<file path="config.mk">
export PLATFORM = sky130hd
export DESIGN_NAME = kctl_regs
export DESIGN_NICKNAME = d
export VERILOG_FILES = /design/src/rtl/kctl_pkg.sv /design/src/rtl/kctl_axil.sv /design/src/rtl/kctl_ctrl.sv /design/src/rtl/kctl_args.sv /design/src/rtl/kctl_regs.sv
export SDC_FILE = /design/constraint.sdc
export NUM_CORES = 1
export LEC_CHECK = 0
export ABC_AREA = 0
export ABC_CLOCK_PERIOD_IN_PS = 3900
export CORE_MARGIN = 10
export CORE_UTILIZATION = 38
export DETAILED_ROUTE_END_ITERATION = 7
export PLACE_DENSITY = 0.67
export SETUP_SLACK_MARGIN = 0.05
export SLEW_MARGIN = 30
export SYNTH_ARGS = -nofsm -noshare
export SYNTH_HDL_FRONTEND = slang
export SYNTH_SLANG_ARGS = --single-unit
</file>
<file path="constraint.sdc">
create_clock -name clk -period 3.9 [get_ports clk]
set_input_delay 0.39 -clock clk [delete_from_list [all_inputs] [get_ports clk]]
set_output_delay 0.39 -clock clk [all_outputs]
set_load 0.005 [all_outputs]
</file>
<file path="src/rtl/kctl_pkg.sv">
package kctl_pkg;
  localparam int OFS_CTRL = 0;
  localparam int OFS_GIE  = 1;
  localparam int OFS_IER  = 2;
  localparam int OFS_ISR  = 3;
  localparam int ARG_BASE_WORD = 4;

  localparam int CB_START = 0;
  localparam int CB_DONE  = 1;
  localparam int CB_IDLE  = 2;
  localparam int CB_READY = 3;
  localparam int CB_CONT  = 4;
  localparam int CB_AUTO  = 7;

  localparam int CH_DONE  = 0;
  localparam int CH_READY = 1;
  localparam int NUM_CH   = 2;

  typedef enum logic [2:0] {
    SEL_CTRL = 3'd0,
    SEL_GIE  = 3'd1,
    SEL_IER  = 3'd2,
    SEL_ISR  = 3'd3,
    SEL_ARG  = 3'd4,
    SEL_NONE = 3'd5
  } reg_sel_e;
endpackage

</file>
<file path="src/rtl/kctl_axil.sv">
module kctl_axil #(
  parameter int ADDR_W = 8,
  parameter int DATA_W = 32
) (
  input  logic                clk,
  input  logic                rst,
  input  logic [ADDR_W-1:0]   awaddr,
  input  logic                awvalid,
  output logic                awready,
  input  logic [DATA_W-1:0]   wdata,
  input  logic [DATA_W/8-1:0] wstrb,
  input  logic                wvalid,
  output logic                wready,
  output logic [1:0]          bresp,
  output logic                bvalid,
  input  logic                bready,
  input  logic                arvalid,
  output logic                arready,
  output logic [DATA_W-1:0]   rdata,
  output logic [1:0]          rresp,
  output logic                rvalid,
  input  logic                rready,
  output logic                wr_en,
  output logic [ADDR_W-1:0]   wr_addr,
  output logic [DATA_W-1:0]   wr_data,
  output logic [DATA_W/8-1:0] wr_strb,
  output logic                rd_en,
  input  logic [DATA_W-1:0]   rd_word
);
  localparam int STRB_W = DATA_W / 8;

  logic                aw_have, w_have, bvalid_q, rvalid_q;
  logic [ADDR_W-1:0]   aw_q;
  logic [DATA_W-1:0]   w_q, rdata_q;
  logic [STRB_W-1:0]   s_q;

  assign awready = !aw_have && !bvalid_q;
  assign wready  = !w_have && !bvalid_q;
  assign wr_en   = aw_have && w_have && !bvalid_q;
  assign wr_addr = aw_q;
  assign wr_data = w_q;
  assign wr_strb = s_q;
  assign bvalid  = bvalid_q;
  assign bresp   = 2'b00;

  assign arready = !rvalid_q;
  assign rd_en   = arvalid && !rvalid_q;
  assign rvalid  = rvalid_q;
  assign rdata   = rdata_q;
  assign rresp   = 2'b00;

  always_ff @(posedge clk) begin
    if (rst) begin
      aw_have  <= 1'b0;
      w_have   <= 1'b0;
      bvalid_q <= 1'b0;
      aw_q     <= '0;
      w_q      <= '0;
      s_q      <= '0;
    end else begin
      if (awvalid && awready) begin
        aw_have <= 1'b1;
        aw_q    <= awaddr;
      end
      if (wvalid && wready) begin
        w_have <= 1'b1;
        w_q    <= wdata;
        s_q    <= wstrb;
      end
      if (wr_en) begin
        aw_have  <= 1'b0;
        w_have   <= 1'b0;
        bvalid_q <= 1'b1;
      end else if (bvalid_q && bready) begin
        bvalid_q <= 1'b0;
      end
    end
  end

  always_ff @(posedge clk) begin
    if (rst) begin
      rvalid_q <= 1'b0;
      rdata_q  <= '0;
    end else if (rd_en) begin
      rvalid_q <= 1'b1;
      rdata_q  <= rd_word;
    end else if (rvalid_q && rready) begin
      rvalid_q <= 1'b0;
    end
  end

  // a pending write response stays until accepted
  assert_bhold_R2: assert property (@(posedge clk) disable iff (rst)
    (bvalid_q && !bready) |=> bvalid_q);

  // read data is held stable while not accepted
  assert_rhold_R2: assert property (@(posedge clk) disable iff (rst)
    (rvalid_q && !rready) |=> (rvalid_q && $stable(rdata_q)));
endmodule

</file>
<file path="src/rtl/kctl_ctrl.sv">
module kctl_ctrl
  import kctl_pkg::*;
#(
  parameter bit CHAIN = 1'b0
) (
  input  logic              clk,
  input  logic              rst,
  input  logic              wr_ctrl,
  input  logic              wr_gie,
  input  logic              wr_ier,
  input  logic              wr_isr,
  input  logic [7:0]        wd,
  input  logic              rd_ctrl,
  input  logic              core_done,
  input  logic              core_idle,
  input  logic              core_ready,
  output logic              core_start,
  output logic              core_continue,
  output logic              irq,
  output logic [7:0]        ctrl_word,
  output logic              gie,
  output logic [NUM_CH-1:0] ier,
  output logic [NUM_CH-1:0] isr
);
  logic start_r, done_r, idle_r, ready_r, cont_r, auto_r, gie_r, irq_r;
  logic [NUM_CH-1:0] ier_r, isr_r;

  logic start_n, done_n, ready_n, cont_n, auto_n, gie_n, irq_n;
  logic [NUM_CH-1:0] ier_n, isr_n, ev, w1c;
  logic host_start, host_cont, done_clr;

  logic unused_wd;
  assign unused_wd = ^{wd[6:5], wd[3:2]};

  assign host_start = wr_ctrl && wd[CB_START];
  assign host_cont  = wr_ctrl && wd[CB_CONT];

  // The mode picks what retires the done flag
  generate
    if (CHAIN) begin : g_chain
      assign done_clr = cont_r;
    end else begin : g_seq
      assign done_clr = rd_ctrl;
    end
  endgenerate

  always_comb begin
    auto_n  = wr_ctrl ? wd[CB_AUTO] : auto_r;
    start_n = host_start || (start_r && !(core_ready && !auto_r));
    cont_n  = CHAIN && (host_cont || auto_n);
    done_n  = core_done || (done_r && !done_clr);
    ready_n = core_ready || (ready_r && !rd_ctrl);
    gie_n   = wr_gie ? wd[0] : gie_r;
    ier_n   = wr_ier ? wd[NUM_CH-1:0] : ier_r;
    ev      = '0;
    ev[CH_DONE]  = core_done;
    ev[CH_READY] = core_ready;
    w1c     = wr_isr ? wd[NUM_CH-1:0] : '0;
    isr_n   = (ev & ier_r) | (isr_r & ~w1c);
    irq_n   = gie_n && |(isr_n & ier_n);
  end

  always_ff @(posedge clk) begin
    if (rst) begin
      start_r <= 1'b0;
      done_r  <= 1'b0;
      idle_r  <= 1'b0;
      ready_r <= 1'b0;
      cont_r  <= 1'b0;
      auto_r  <= 1'b0;
      gie_r   <= 1'b0;
      ier_r   <= '0;
      isr_r   <= '0;
      irq_r   <= 1'b0;
    end else begin
      start_r <= start_n;
      done_r  <= done_n;
      idle_r  <= core_idle;
      ready_r <= ready_n;
      cont_r  <= cont_n;
      auto_r  <= auto_n;
      gie_r   <= gie_n;
      ier_r   <= ier_n;
      isr_r   <= isr_n;
      irq_r   <= irq_n;
    end
  end

  assign core_start    = start_r;
  assign core_continue = cont_r;
  assign irq           = irq_r;
  assign gie           = gie_r;
  assign ier           = ier_r;
  assign isr           = isr_r;
  assign ctrl_word     = {auto_r, 2'b00, cont_r, ready_r, idle_r, done_r, start_r};

  // start only drops on a ready pulse without auto-restart
  assert_start_hold_R3: assert property (@(posedge clk) disable iff (rst)
    (start_r && !core_ready) |=> start_r);

  // a ready pulse retires start when auto-restart is off
  assert_start_clear_R3: assert property (@(posedge clk) disable iff (rst)
    (start_r && core_ready && !auto_r && !host_start) |=> !start_r);

  // a host continue lasts one cycle unless auto-restart holds it
  assert_cont_pulse_R5: assert property (@(posedge clk) disable iff (rst)
    (cont_r && !auto_r && !wr_ctrl) |=> !cont_r);

  // a done pulse is never lost, whatever the host does
  assert_done_keep_R7: assert property (@(posedge clk) disable iff (rst)
    core_done |=> done_r);

  // a status bit rises only for an enabled event
  assert_isr_enable_R9: assert property (@(posedge clk) disable iff (rst)
    $rose(isr_r[CH_DONE]) |-> $past(ier_r[CH_DONE] && core_done));

  // interrupt implies both enable levels and a pending status
  assert_irq_gate_R10: assert property (@(posedge clk) disable iff (rst)
    irq_r |-> (gie_r && |(isr_r & ier_r)));
endmodule

</file>
<file path="src/rtl/kctl_args.sv">
module kctl_args #(
  parameter int NUM_ARGS = 4,
  parameter logic [NUM_ARGS-1:0] WIDE_ARGS = '1,
  parameter int IDX_W = 6
) (
  input  logic                  clk,
  input  logic                  rst,
  input  logic                  wr_en,
  input  logic [IDX_W-1:0]      wr_idx,
  input  logic [31:0]           wr_data,
  input  logic [3:0]            wr_strb,
  input  logic [IDX_W-1:0]      rd_idx,
  output logic [31:0]           rd_word,
  output logic [64*NUM_ARGS-1:0] args_flat
);
  logic [31:0] lo_w [NUM_ARGS];
  logic [31:0] hi_w [NUM_ARGS];

  for (genvar i = 0; i < NUM_ARGS; i++) begin : g_slot
    localparam logic [IDX_W-1:0] LO_IDX = IDX_W'(2 * i);
    localparam logic [IDX_W-1:0] HI_IDX = IDX_W'(2 * i + 1);
    logic [31:0] lo_q;

    always_ff @(posedge clk) begin
      if (rst) begin
        lo_q <= '0;
      end else if (wr_en && wr_idx == LO_IDX) begin
        for (int b = 0; b < 4; b++)
          if (wr_strb[b]) lo_q[8*b +: 8] <= wr_data[8*b +: 8];
      end
    end
    assign lo_w[i] = lo_q;

    if (WIDE_ARGS[i]) begin : g_wide
      logic [31:0] hi_q;
      always_ff @(posedge clk) begin
        if (rst) begin
          hi_q <= '0;
        end else if (wr_en && wr_idx == HI_IDX) begin
          for (int b = 0; b < 4; b++)
            if (wr_strb[b]) hi_q[8*b +: 8] <= wr_data[8*b +: 8];
        end
      end
      assign hi_w[i] = hi_q;
    end else begin : g_narrow
      assign hi_w[i] = '0;
    end

    assign args_flat[64*i +: 64] = {hi_w[i], lo_w[i]};
  end

  always_comb begin
    rd_word = '0;
    for (int i = 0; i < NUM_ARGS; i++) begin
      if (rd_idx == IDX_W'(2 * i))     rd_word = lo_w[i];
      if (rd_idx == IDX_W'(2 * i + 1)) rd_word = hi_w[i];
    end
  end
endmodule

</file>
<file path="src/rtl/kctl_regs.sv">
module kctl_regs
  import kctl_pkg::*;
#(
  parameter int ADDR_W = 8,
  parameter int NUM_ARGS = 4,
  parameter logic [NUM_ARGS-1:0] WIDE_ARGS = 4'b0101,
  parameter bit CHAIN = 1'b0
) (
  input  logic                   clk,
  input  logic                   rst,
  input  logic [ADDR_W-1:0]      s_awaddr,
  input  logic                   s_awvalid,
  output logic                   s_awready,
  input  logic [31:0]            s_wdata,
  input  logic [3:0]             s_wstrb,
  input  logic                   s_wvalid,
  output logic                   s_wready,
  output logic [1:0]             s_bresp,
  output logic                   s_bvalid,
  input  logic                   s_bready,
  input  logic [ADDR_W-1:0]      s_araddr,
  input  logic                   s_arvalid,
  output logic                   s_arready,
  output logic [31:0]            s_rdata,
  output logic [1:0]             s_rresp,
  output logic                   s_rvalid,
  input  logic                   s_rready,
  output logic                   core_start,
  output logic                   core_continue,
  input  logic                   core_done,
  input  logic                   core_idle,
  input  logic                   core_ready,
  output logic [64*NUM_ARGS-1:0] args_o,
  output logic                   irq
);
  localparam int WORD_W    = ADDR_W - 2;
  localparam int ARG_WORDS = 2 * NUM_ARGS;
  localparam int ARG_END   = ARG_BASE_WORD + ARG_WORDS;

  logic              wr_en, rd_en;
  logic [ADDR_W-1:0] wr_addr;
  logic [31:0]       wr_data, rd_word, arg_rd;
  logic [3:0]        wr_strb;
  logic [WORD_W-1:0] wr_word, rd_wordaddr, wr_idx, rd_idx;
  reg_sel_e          wsel, rsel;
  logic [7:0]        ctrl_word;
  logic              gie;
  logic [NUM_CH-1:0] ier, isr;

  logic unused_lsb;
  assign unused_lsb = ^{wr_addr[1:0], s_araddr[1:0]};

  assign wr_word     = wr_addr[ADDR_W-1:2];
  assign rd_wordaddr = s_araddr[ADDR_W-1:2];
  assign wr_idx      = wr_word - WORD_W'(ARG_BASE_WORD);
  assign rd_idx      = rd_wordaddr - WORD_W'(ARG_BASE_WORD);

  function automatic reg_sel_e decode(input logic [WORD_W-1:0] w);
    if (w == WORD_W'(OFS_CTRL))                       return SEL_CTRL;
    else if (w == WORD_W'(OFS_GIE))                   return SEL_GIE;
    else if (w == WORD_W'(OFS_IER))                   return SEL_IER;
    else if (w == WORD_W'(OFS_ISR))                   return SEL_ISR;
    else if ({1'b0, w} < (WORD_W+1)'(ARG_END))        return SEL_ARG;
    else                                              return SEL_NONE;
  endfunction

  assign wsel = decode(wr_word);
  assign rsel = decode(rd_wordaddr);

  always_comb begin
    case (rsel)
      SEL_CTRL: rd_word = {24'b0, ctrl_word};
      SEL_GIE:  rd_word = {31'b0, gie};
      SEL_IER:  rd_word = {{(32-NUM_CH){1'b0}}, ier};
      SEL_ISR:  rd_word = {{(32-NUM_CH){1'b0}}, isr};
      SEL_ARG:  rd_word = arg_rd;
      default:  rd_word = '0;
    endcase
  end

  kctl_axil #(.ADDR_W(ADDR_W), .DATA_W(32)) u_bus (
    .clk     (clk),
    .rst     (rst),
    .awaddr  (s_awaddr),
    .awvalid (s_awvalid),
    .awready (s_awready),
    .wdata   (s_wdata),
    .wstrb   (s_wstrb),
    .wvalid  (s_wvalid),
    .wready  (s_wready),
    .bresp   (s_bresp),
    .bvalid  (s_bvalid),
    .bready  (s_bready),
    .arvalid (s_arvalid),
    .arready (s_arready),
    .rdata   (s_rdata),
    .rresp   (s_rresp),
    .rvalid  (s_rvalid),
    .rready  (s_rready),
    .wr_en   (wr_en),
    .wr_addr (wr_addr),
    .wr_data (wr_data),
    .wr_strb (wr_strb),
    .rd_en   (rd_en),
    .rd_word (rd_word)
  );

  kctl_ctrl #(.CHAIN(CHAIN)) u_ctrl (
    .clk           (clk),
    .rst           (rst),
    .wr_ctrl       (wr_en && wr_strb[0] && wsel == SEL_CTRL),
    .wr_gie        (wr_en && wr_strb[0] && wsel == SEL_GIE),
    .wr_ier        (wr_en && wr_strb[0] && wsel == SEL_IER),
    .wr_isr        (wr_en && wr_strb[0] && wsel == SEL_ISR),
    .wd            (wr_data[7:0]),
    .rd_ctrl       (rd_en && rsel == SEL_CTRL),
    .core_done     (core_done),
    .core_idle     (core_idle),
    .core_ready    (core_ready),
    .core_start    (core_start),
    .core_continue (core_continue),
    .irq           (irq),
    .ctrl_word     (ctrl_word),
    .gie           (gie),
    .ier           (ier),
    .isr           (isr)
  );

  kctl_args #(.NUM_ARGS(NUM_ARGS), .WIDE_ARGS(WIDE_ARGS), .IDX_W(WORD_W)) u_args (
    .clk       (clk),
    .rst       (rst),
    .wr_en     (wr_en && wsel == SEL_ARG),
    .wr_idx    (wr_idx),
    .wr_data   (wr_data),
    .wr_strb   (wr_strb),
    .rd_idx    (rd_idx),
    .rd_word   (arg_rd),
    .args_flat (args_o)
  );

  // the unmapped region never returns data
  assert_hole_zero_R12: assert property (@(posedge clk) disable iff (rst)
    (rd_en && rsel == SEL_NONE) |=> (s_rdata == 32'd0));
endmodule

</file>
==> results.tsv, run 1 <==
metric	value	unit
Post-synth EDFFs	0	
layout cells sized above 1	5.28	%
Congestion Overflow GR	0	
clock latency on the worst-skew pair	0.56	ns
detailed placer's ending HPWL	31.7	mm
Critical Path RT	4.32	ns
post-CTS sizing	0	
sequential power share	50.2	%
Final TNS setup	0	ns
Total GRT Usage	21.7	%
Port Buffers	288	
TritonCTS clock tree	built	
top cells by area, synth	dfxtp_1 47%, nand2_1 10%, a21oi_1 9.5%	
final critical path time including I/O delays and setup	2.63	ns
area of the multi-input gates	5700	um2
ys async rst share	0	%
status	completed	
filler instances	3067	
Net Sw Power	1.44	mW
wire per inst	21.0	um
die area	39300	um2
crit-path max FO	9	
Die Wd	198	um
synth unique cells	51	
worst hold slack	0.344	ns
placed cell area	15000	um2
Area Overhead vs Synth	31.5	%
post-synthesis mux area share	4.41	%
final wirelength	45.0	mm
worst rel slew slack	39.9	%
total of warnings raised by yosys	0	
Final period util	67.4	%
largest family of logic cells by synthesized area	simple AND/OR/NAND/NOR gates	
initial antenna violation count	0	
Clk pwr share	44.2	%
Initial Util	38.4	%
CTS Buffer Depth	3	
Yosys top cell area share	46.6	%
Setup crit end kind	flop	
Synth Area per Inst	8.15	um2
Pwr Density	375	nW/um2
largest net degree at the start of global routing	116	
Std-Cell Rows	65	
switching share of power	24.2	%
Adder-Cell Fraction of Synth Area	0	%
CTS Buf Count	30	
Compound-Gate Fraction of Synth Area	17.1	%
Routed Antenna Nets	0	
RSZ-0062 raised after global routing	no	
1st-pass router iterations	5	
design area	15900	um2
Final nets	1786	
skew final	0.0130	ns
register area	5630	um2
clock sinks	281	
sequential element share of the synthesized area	46.6	%
CP Launch Type	flop	
boundary pin count	362	
Post-Syn Instances	1482	
f_max	380	MHz
most frequent cells in the layout	331 x nand2_1, 287 x clkdlybuf4s50_1, 281 x dfxtp_1	
CTS Hold Bufs	0	
maximum capacitance violations	0	
XOR/XNOR Fraction of Synth Area	0	%
Hold Crit Class	primary input to flop	
fin. max-slew vios	0	
vias in the first global route	11171	
# H-tree levels	1	
final number of setup-violating endpoints	0	
GP Congestion	0.891	
core area	31500	um2
DR vias/cell	5.38	
commonest non-fill, non-tap cell in the layout	nand2_1	
Internal	4.51	mW
n_diodes	0	
Post-Synth Simple-Gate Area	23.4	%
clk root buf	clkbuf_16	
DR iter-0 viols	1068	
Critical Path AT	3.05	ns
DRC	0	
actual slew at the worst max-slew pin	0.897	ns
Fin. Hold Viols	0	
Synth Flop Type	dfxtp_1	
Post-CTS Setup Inserts	0	
Mapped Area	12100	um2
#FFs+latches synth	281	
Die Ht	198	um
clock-pin slew on the worst setup and hold paths	0.06	ns
leading area contributor after synthesis	dfxtp_1	
vias post-DR	11534	
Leak	5.36	nW
VDD IR max	0.259	mV
first-pass GRT wire length	67.6	mm
share of total power in combinational logic	5.7	%
CP Class	flop to flop	
cells in the mapped netlist, types with 2 or more instances:
library cell / instances
nand3_1: 106
a22oi_1: 59
nor2b_1: 8
nor2_1: 93
nand2b_1: 7
buf_6: 2
o21ai_0: 4
a221oi_1: 4
a41o_1: 2
o31ai_1: 27
buf_2: 25
or4_1: 2
and3_1: 35
nand2_1: 331
clkbuf_1: 73
dfxtp_1: 281
nor3_4: 2
nor4_4: 4
nor3_1: 6
nor3b_1: 2
o221ai_1: 5
inv_1: 6
mux2i_1: 51
nor4_1: 4
a21oi_1: 229
nor3b_2: 5
buf_4: 77
o2bb2ai_1: 4
a22o_1: 6
power groups by stage:
stage                     Clock, mW  Combinational (mW)  Sequential [mW]
final                          2.63               0.336             2.99
after global routing           2.79               0.368             2.99
after CTS                      2.67               0.331             2.98
after detailed placement          0               0.329             3.05
after global placement            0               0.326             3.05
after floorplan                   0               0.261             3.01
sequential cells by signal, indices dropped and copies added, names as in the netlist, 2 cells and up:
register,count
u_ctrl.ier,2
u_bus.wr_addr,6
u_bus.wr_data,32
u_bus.wr_strb,4
u_args.g_slot.lo_q,128
u_args.g_slot.g_wide.hi_q,64
u_ctrl.isr,2
u_bus.rdata,32
worst paths after layout:
kind	depth (start not counted)	endpoint	slack, ns	from
worst max-delay path	5	u_args.g_slot[1].lo_q[23]	1.27	u_bus.wr_addr[7]
worst min-delay path	2	u_ctrl.ready_r	0.34	rst
worst max register to register	5	u_args.g_slot[1].lo_q[23]	1.27	u_bus.wr_addr[7]
worst min register to register	2	u_bus.rdata[29]	0.45	u_bus.rdata[29]
layout make-up:
class | instances | share of cell area [%]
clock inverter | 4 | 0.126
clock buffer | 46 | 5.37
sequential | 281 | 35.4
multi-input combinational | 1085 | 35.9
inverter | 6 | 0.142
timing repair buffer | 320 | 19.8
tap | 402 | 3.17
metrics by stage:
| stage | setup WS [ns] | power [mW] | util (%) | cells |
|---|---|---|---|---|
| floorplan | 1.89 | 3.27 | - | 1550 |
| global placement | 0.846 | 3.37 | 47.6 | 2094 |
| detailed placement | 0.809 | 3.38 | 47.6 | 2094 |
| finish | 1.27 | 5.95 | 50.4 | 2144 |
| CTS | 1.22 | 5.99 | 50.4 | 2144 |
| global route | 1.16 | 6.15 | 50.4 | 2144 |
routing by layer:
layer | share of wire, % | up-vias | global-route usage [%]
met5 | 0 | - | 0
met4 | 2.1 | 0 | 5.27
met3 | 9.2 | 67 | 5.18
met2 | 48 | 511 | 36.7
met1 | 41 | 5478 | 27.0
li1 | - | 5478 | -
critical path: stages, from the launching register on:
cell     delay [ns]
dfxtp_1        0.31
or2_2          0.41
or4_4          0.67
nor3b_2        0.77
mux2i_1        0.27
nor2_1         0.06
cell families (layout without fill, tap and decap cells):
kind of cell,count (synthesis),in the layout
mux,52,52
other cells,1,69
buf+inv,184,376
flops,281,281
compound gates,347,347
simple gates,617,617
Power figures use the tool's default switching activity.
==> run 2: changes to the inputs <==
--- a/config.mk
+++ b/config.mk
@@ -6,7 +6,7 @@
 export NUM_CORES = 1
 export LEC_CHECK = 0
 export ABC_AREA = 0
-export ABC_CLOCK_PERIOD_IN_PS = 3900
+export ABC_CLOCK_PERIOD_IN_PS = 2500
 export CORE_MARGIN = 10
 export CORE_UTILIZATION = 38
 export DETAILED_ROUTE_END_ITERATION = 7
==> constraint.sdc (replaced) <==
create_clock -name clk -period 2.5 [get_ports clk]
set_input_delay 0.25 -clock clk [delete_from_list [all_inputs] [get_ports clk]]
set_output_delay 0.25 -clock clk [all_outputs]
set_load 0.005 [all_outputs]
==> run 2 against run 1 <==
Effect of this change:
- clock-buffer cell count stayed put
- clock skew is 0.0028 ns higher
- clock power is 73% higher
- sequential share of layout area is 0.93 points lower
- combinational power is 69% higher
- largest power group unchanged
- critical path type unchanged
==> results.tsv, run 2 (synthesis results as in run 1) <==
metric	value	unit	change
detailed placer's ending HPWL	32.1	mm	+1.2%
Critical Path AT	2.70	ns	-0.35 ns
reg2reg end	u_args.g_slot[1].lo_q[2]		
first-pass GRT wire length	67.9	mm	+0.44%
commonest non-fill, non-tap cell in the layout	nand2_1		
Worst Hold Depth	3		+1
max reg flops	128		unchanged
R2R setup slack	0.22	ns	-1.05 ns
final wirelength	45.2	mm	+0.51%
actual slew at the worst max-slew pin	0.761	ns	-0.137 ns
wire per inst	20.8	um	-0.65%
Port Buffers	288		unchanged
CP Class	flop to flop		
Die Wd	198	um	unchanged
n_diodes	0		unchanged
# H-tree levels	1		unchanged
vias post-DR	11717		+1.6%
Routed met1 length	18.2	mm	-0.84%
met3 wire len	4.40	mm	+6.5%
CTS Hold Bufs	1		+1
core area	31500	um2	unchanged
clock latency on the worst-skew pair	0.56	ns	about the same
DR iter-0 viols	1136		+6.4%
CTS Buf Count	30		unchanged
Final period util	91.0	%	+24 points
Hold Crit Class	primary input to flop		
Clk pwr share	46.7	%	+2.5 points
skew final	0.0158	ns	+0.00280 ns
Initial Util	38.4	%	unchanged
largest net degree at the start of global routing	136		+17%
Fin. Hold Viols	0		unchanged
Pwr Total	9.76	mW	+64%
RSZ-0062 raised after global routing	no		
switching share of power	23.1	%	-1.1 points
layout cells sized above 1	6.90	%	+1.6 points
Area Overhead vs Synth	35.0	%	
crit-path cells	or2_2, or4_4, nor3b_2, buf_4, mux2i_1, nor2_1		
1st-pass router iterations	6		+1
TritonCTS clock tree	built		
crit-path max FO	9		unchanged
Crit path largest cell delay	0.67	ns	-0.10 ns
Routed Antenna Nets	0		unchanged
vias in the first global route	11274		+0.92%
GP Congestion	0.879		-1.4%
die area	39300	um2	unchanged
Largest regs	u_args.g_slot.lo_q (128), u_args.g_slot.g_wide.hi_q (64)		
final number of setup-violating endpoints	0		unchanged
Internal	7.51	mW	+66%
boundary pin count	362		unchanged
Critical R2R Launch	u_bus.wr_addr[7]		
worst rel slew slack	49.1	%	+9.1 points
status	completed		
CP Buf/Inv Count	1		+1
Leak	5.57	nW	+3.9%
most frequent cells in the layout	331 x nand2_1, 287 x clkdlybuf4s50_1, 281 x dfxtp_1		
final critical path time including I/O delays and setup	2.28	ns	-0.353 ns
sequential power share	47.5	%	-2.7 points
clk root buf	clkbuf_16		
Critical Path RT	2.92	ns	-1.40 ns
Std-Cell Rows	65		unchanged
highest-delay cell along the critical path	or4_4		
Setup crit end kind	flop		
Net Sw Power	2.25	mW	+57%
CP Launch Type	flop		
fin. max-slew vios	0		unchanged
DR vias/cell	5.40		+0.42%
met2 WL	21.7	mm	+0.82%
Pwr Density	599	nW/um2	+60%
DRC	0		unchanged
maximum capacitance violations	0		unchanged
filler instances	2984		-2.7%
f_max	439	MHz	+16%
initial antenna violation count	0		unchanged
Die Ht	198	um	unchanged
Post-CTS Setup Inserts	0		unchanged
Final TNS setup	0	ns	unchanged
clock sinks	281		unchanged
HP Start	s_wdata[6]		
R2R depth	6		+1
delay-heaviest family, CP	simple AND/OR/NAND/NOR gates		
Final nets	1809		+1.3%
share of total power in combinational logic	5.8	%	about the same
Total GRT Usage	21.7	%	+0.058 points
Largest Register	u_args.g_slot.lo_q		
highest routed layer	met4		
post-CTS sizing	0		unchanged
Congestion Overflow GR	0		unchanged
hold endpoint	u_bus.wr_data[6]		
VDD IR max	0.440	mV	+70%
clock-pin slew on the worst setup and hold paths	0.06	ns	about the same
CTS Buffer Depth	3		unchanged
-- run 2: cell types whose count changed in the layout (fill, tap and decap cells not counted), sizes merged --
cell | previous run | this run
bufinv | 0 | 3
buf | 33 | 55
clkinv | 4 | 3
dlygate4sd3 | 0 | 1
-- run 2: cell type report --
cell class	instances	area (um2)	share of cell area [%]
multi-input cells	1085	5690	34.9
flip-flops and latches	281	5630	34.5
repair buffers	343	3450	21.2
clock buffers	46	902	5.53
well taps	402	503	3.09
clock inverters	6	105	0.645
inverters	6	22.5	0.138
-- run 2: how the worst max path moves through the flow --
| stage | startpoint | endpoint | slack, ns | cells past startpoint |
|---|---|---|---|---|
| floorplan | u_bus.wr_addr[7] | u_args.g_slot[1].lo_q[0] | 0.53 | 7 |
| global placement | s_araddr[3] | u_bus.rdata[18] | 0.06 | 7 |
| detailed placement | s_araddr[3] | u_bus.rdata[18] | 0.02 | 7 |
| CTS | u_bus.wr_addr[7] | u_args.g_slot[1].lo_q[2] | 0.23 | 6 |
| global route | u_bus.wr_addr[3] | u_args.g_slot[1].lo_q[7] | 0.16 | 6 |
| finish | u_bus.wr_addr[7] | u_args.g_slot[1].lo_q[2] | 0.22 | 6 |
-- run 2: through the flow --
stage / setup WS (ns) / util, % / std cells / hold slack (ns) / cell area [um2]
detailed placement: 0.0187 / 48.6 / 2116 / 0.433 / 15300
CTS: 0.227 / 51.8 / 2169 / 0.224 / 16300
global route: 0.160 / 51.8 / 2169 / 0.231 / 16300
floorplan: 0.530 / - / 1550 / 0.349 / 12300
global placement: 0.0558 / 48.6 / 2116 / 0.437 / 15300
finish: 0.224 / 51.8 / 2169 / 0.236 / 16300
-- run 2: tightest hold or removal path: stages --
cell and delay [ns]:
clkdlybuf4s50_1 0.39, nand2_1 0.05, a21oi_1 0.05
-- run 2: power by group through the flow --
stage,clock [mW],sequential [mW],combinational (mW)
2_1_floorplan,0,4.69,0.408
3_3_place_gp,0,4.73,0.553
3_5_place_dp,0,4.74,0.561
4_1_cts,4.62,4.64,0.564
5_1_grt,4.80,4.65,0.621
6_report,4.56,4.64,0.568
-- run 2: per-layer routing --
layer / vias up / global-route usage, %
met2: 582 / 36.6
met1: 5544 / 27.3
met3: 62 / 4.91
li1: 5529 / -
met5: - / 0
met4: 0 / 5.64
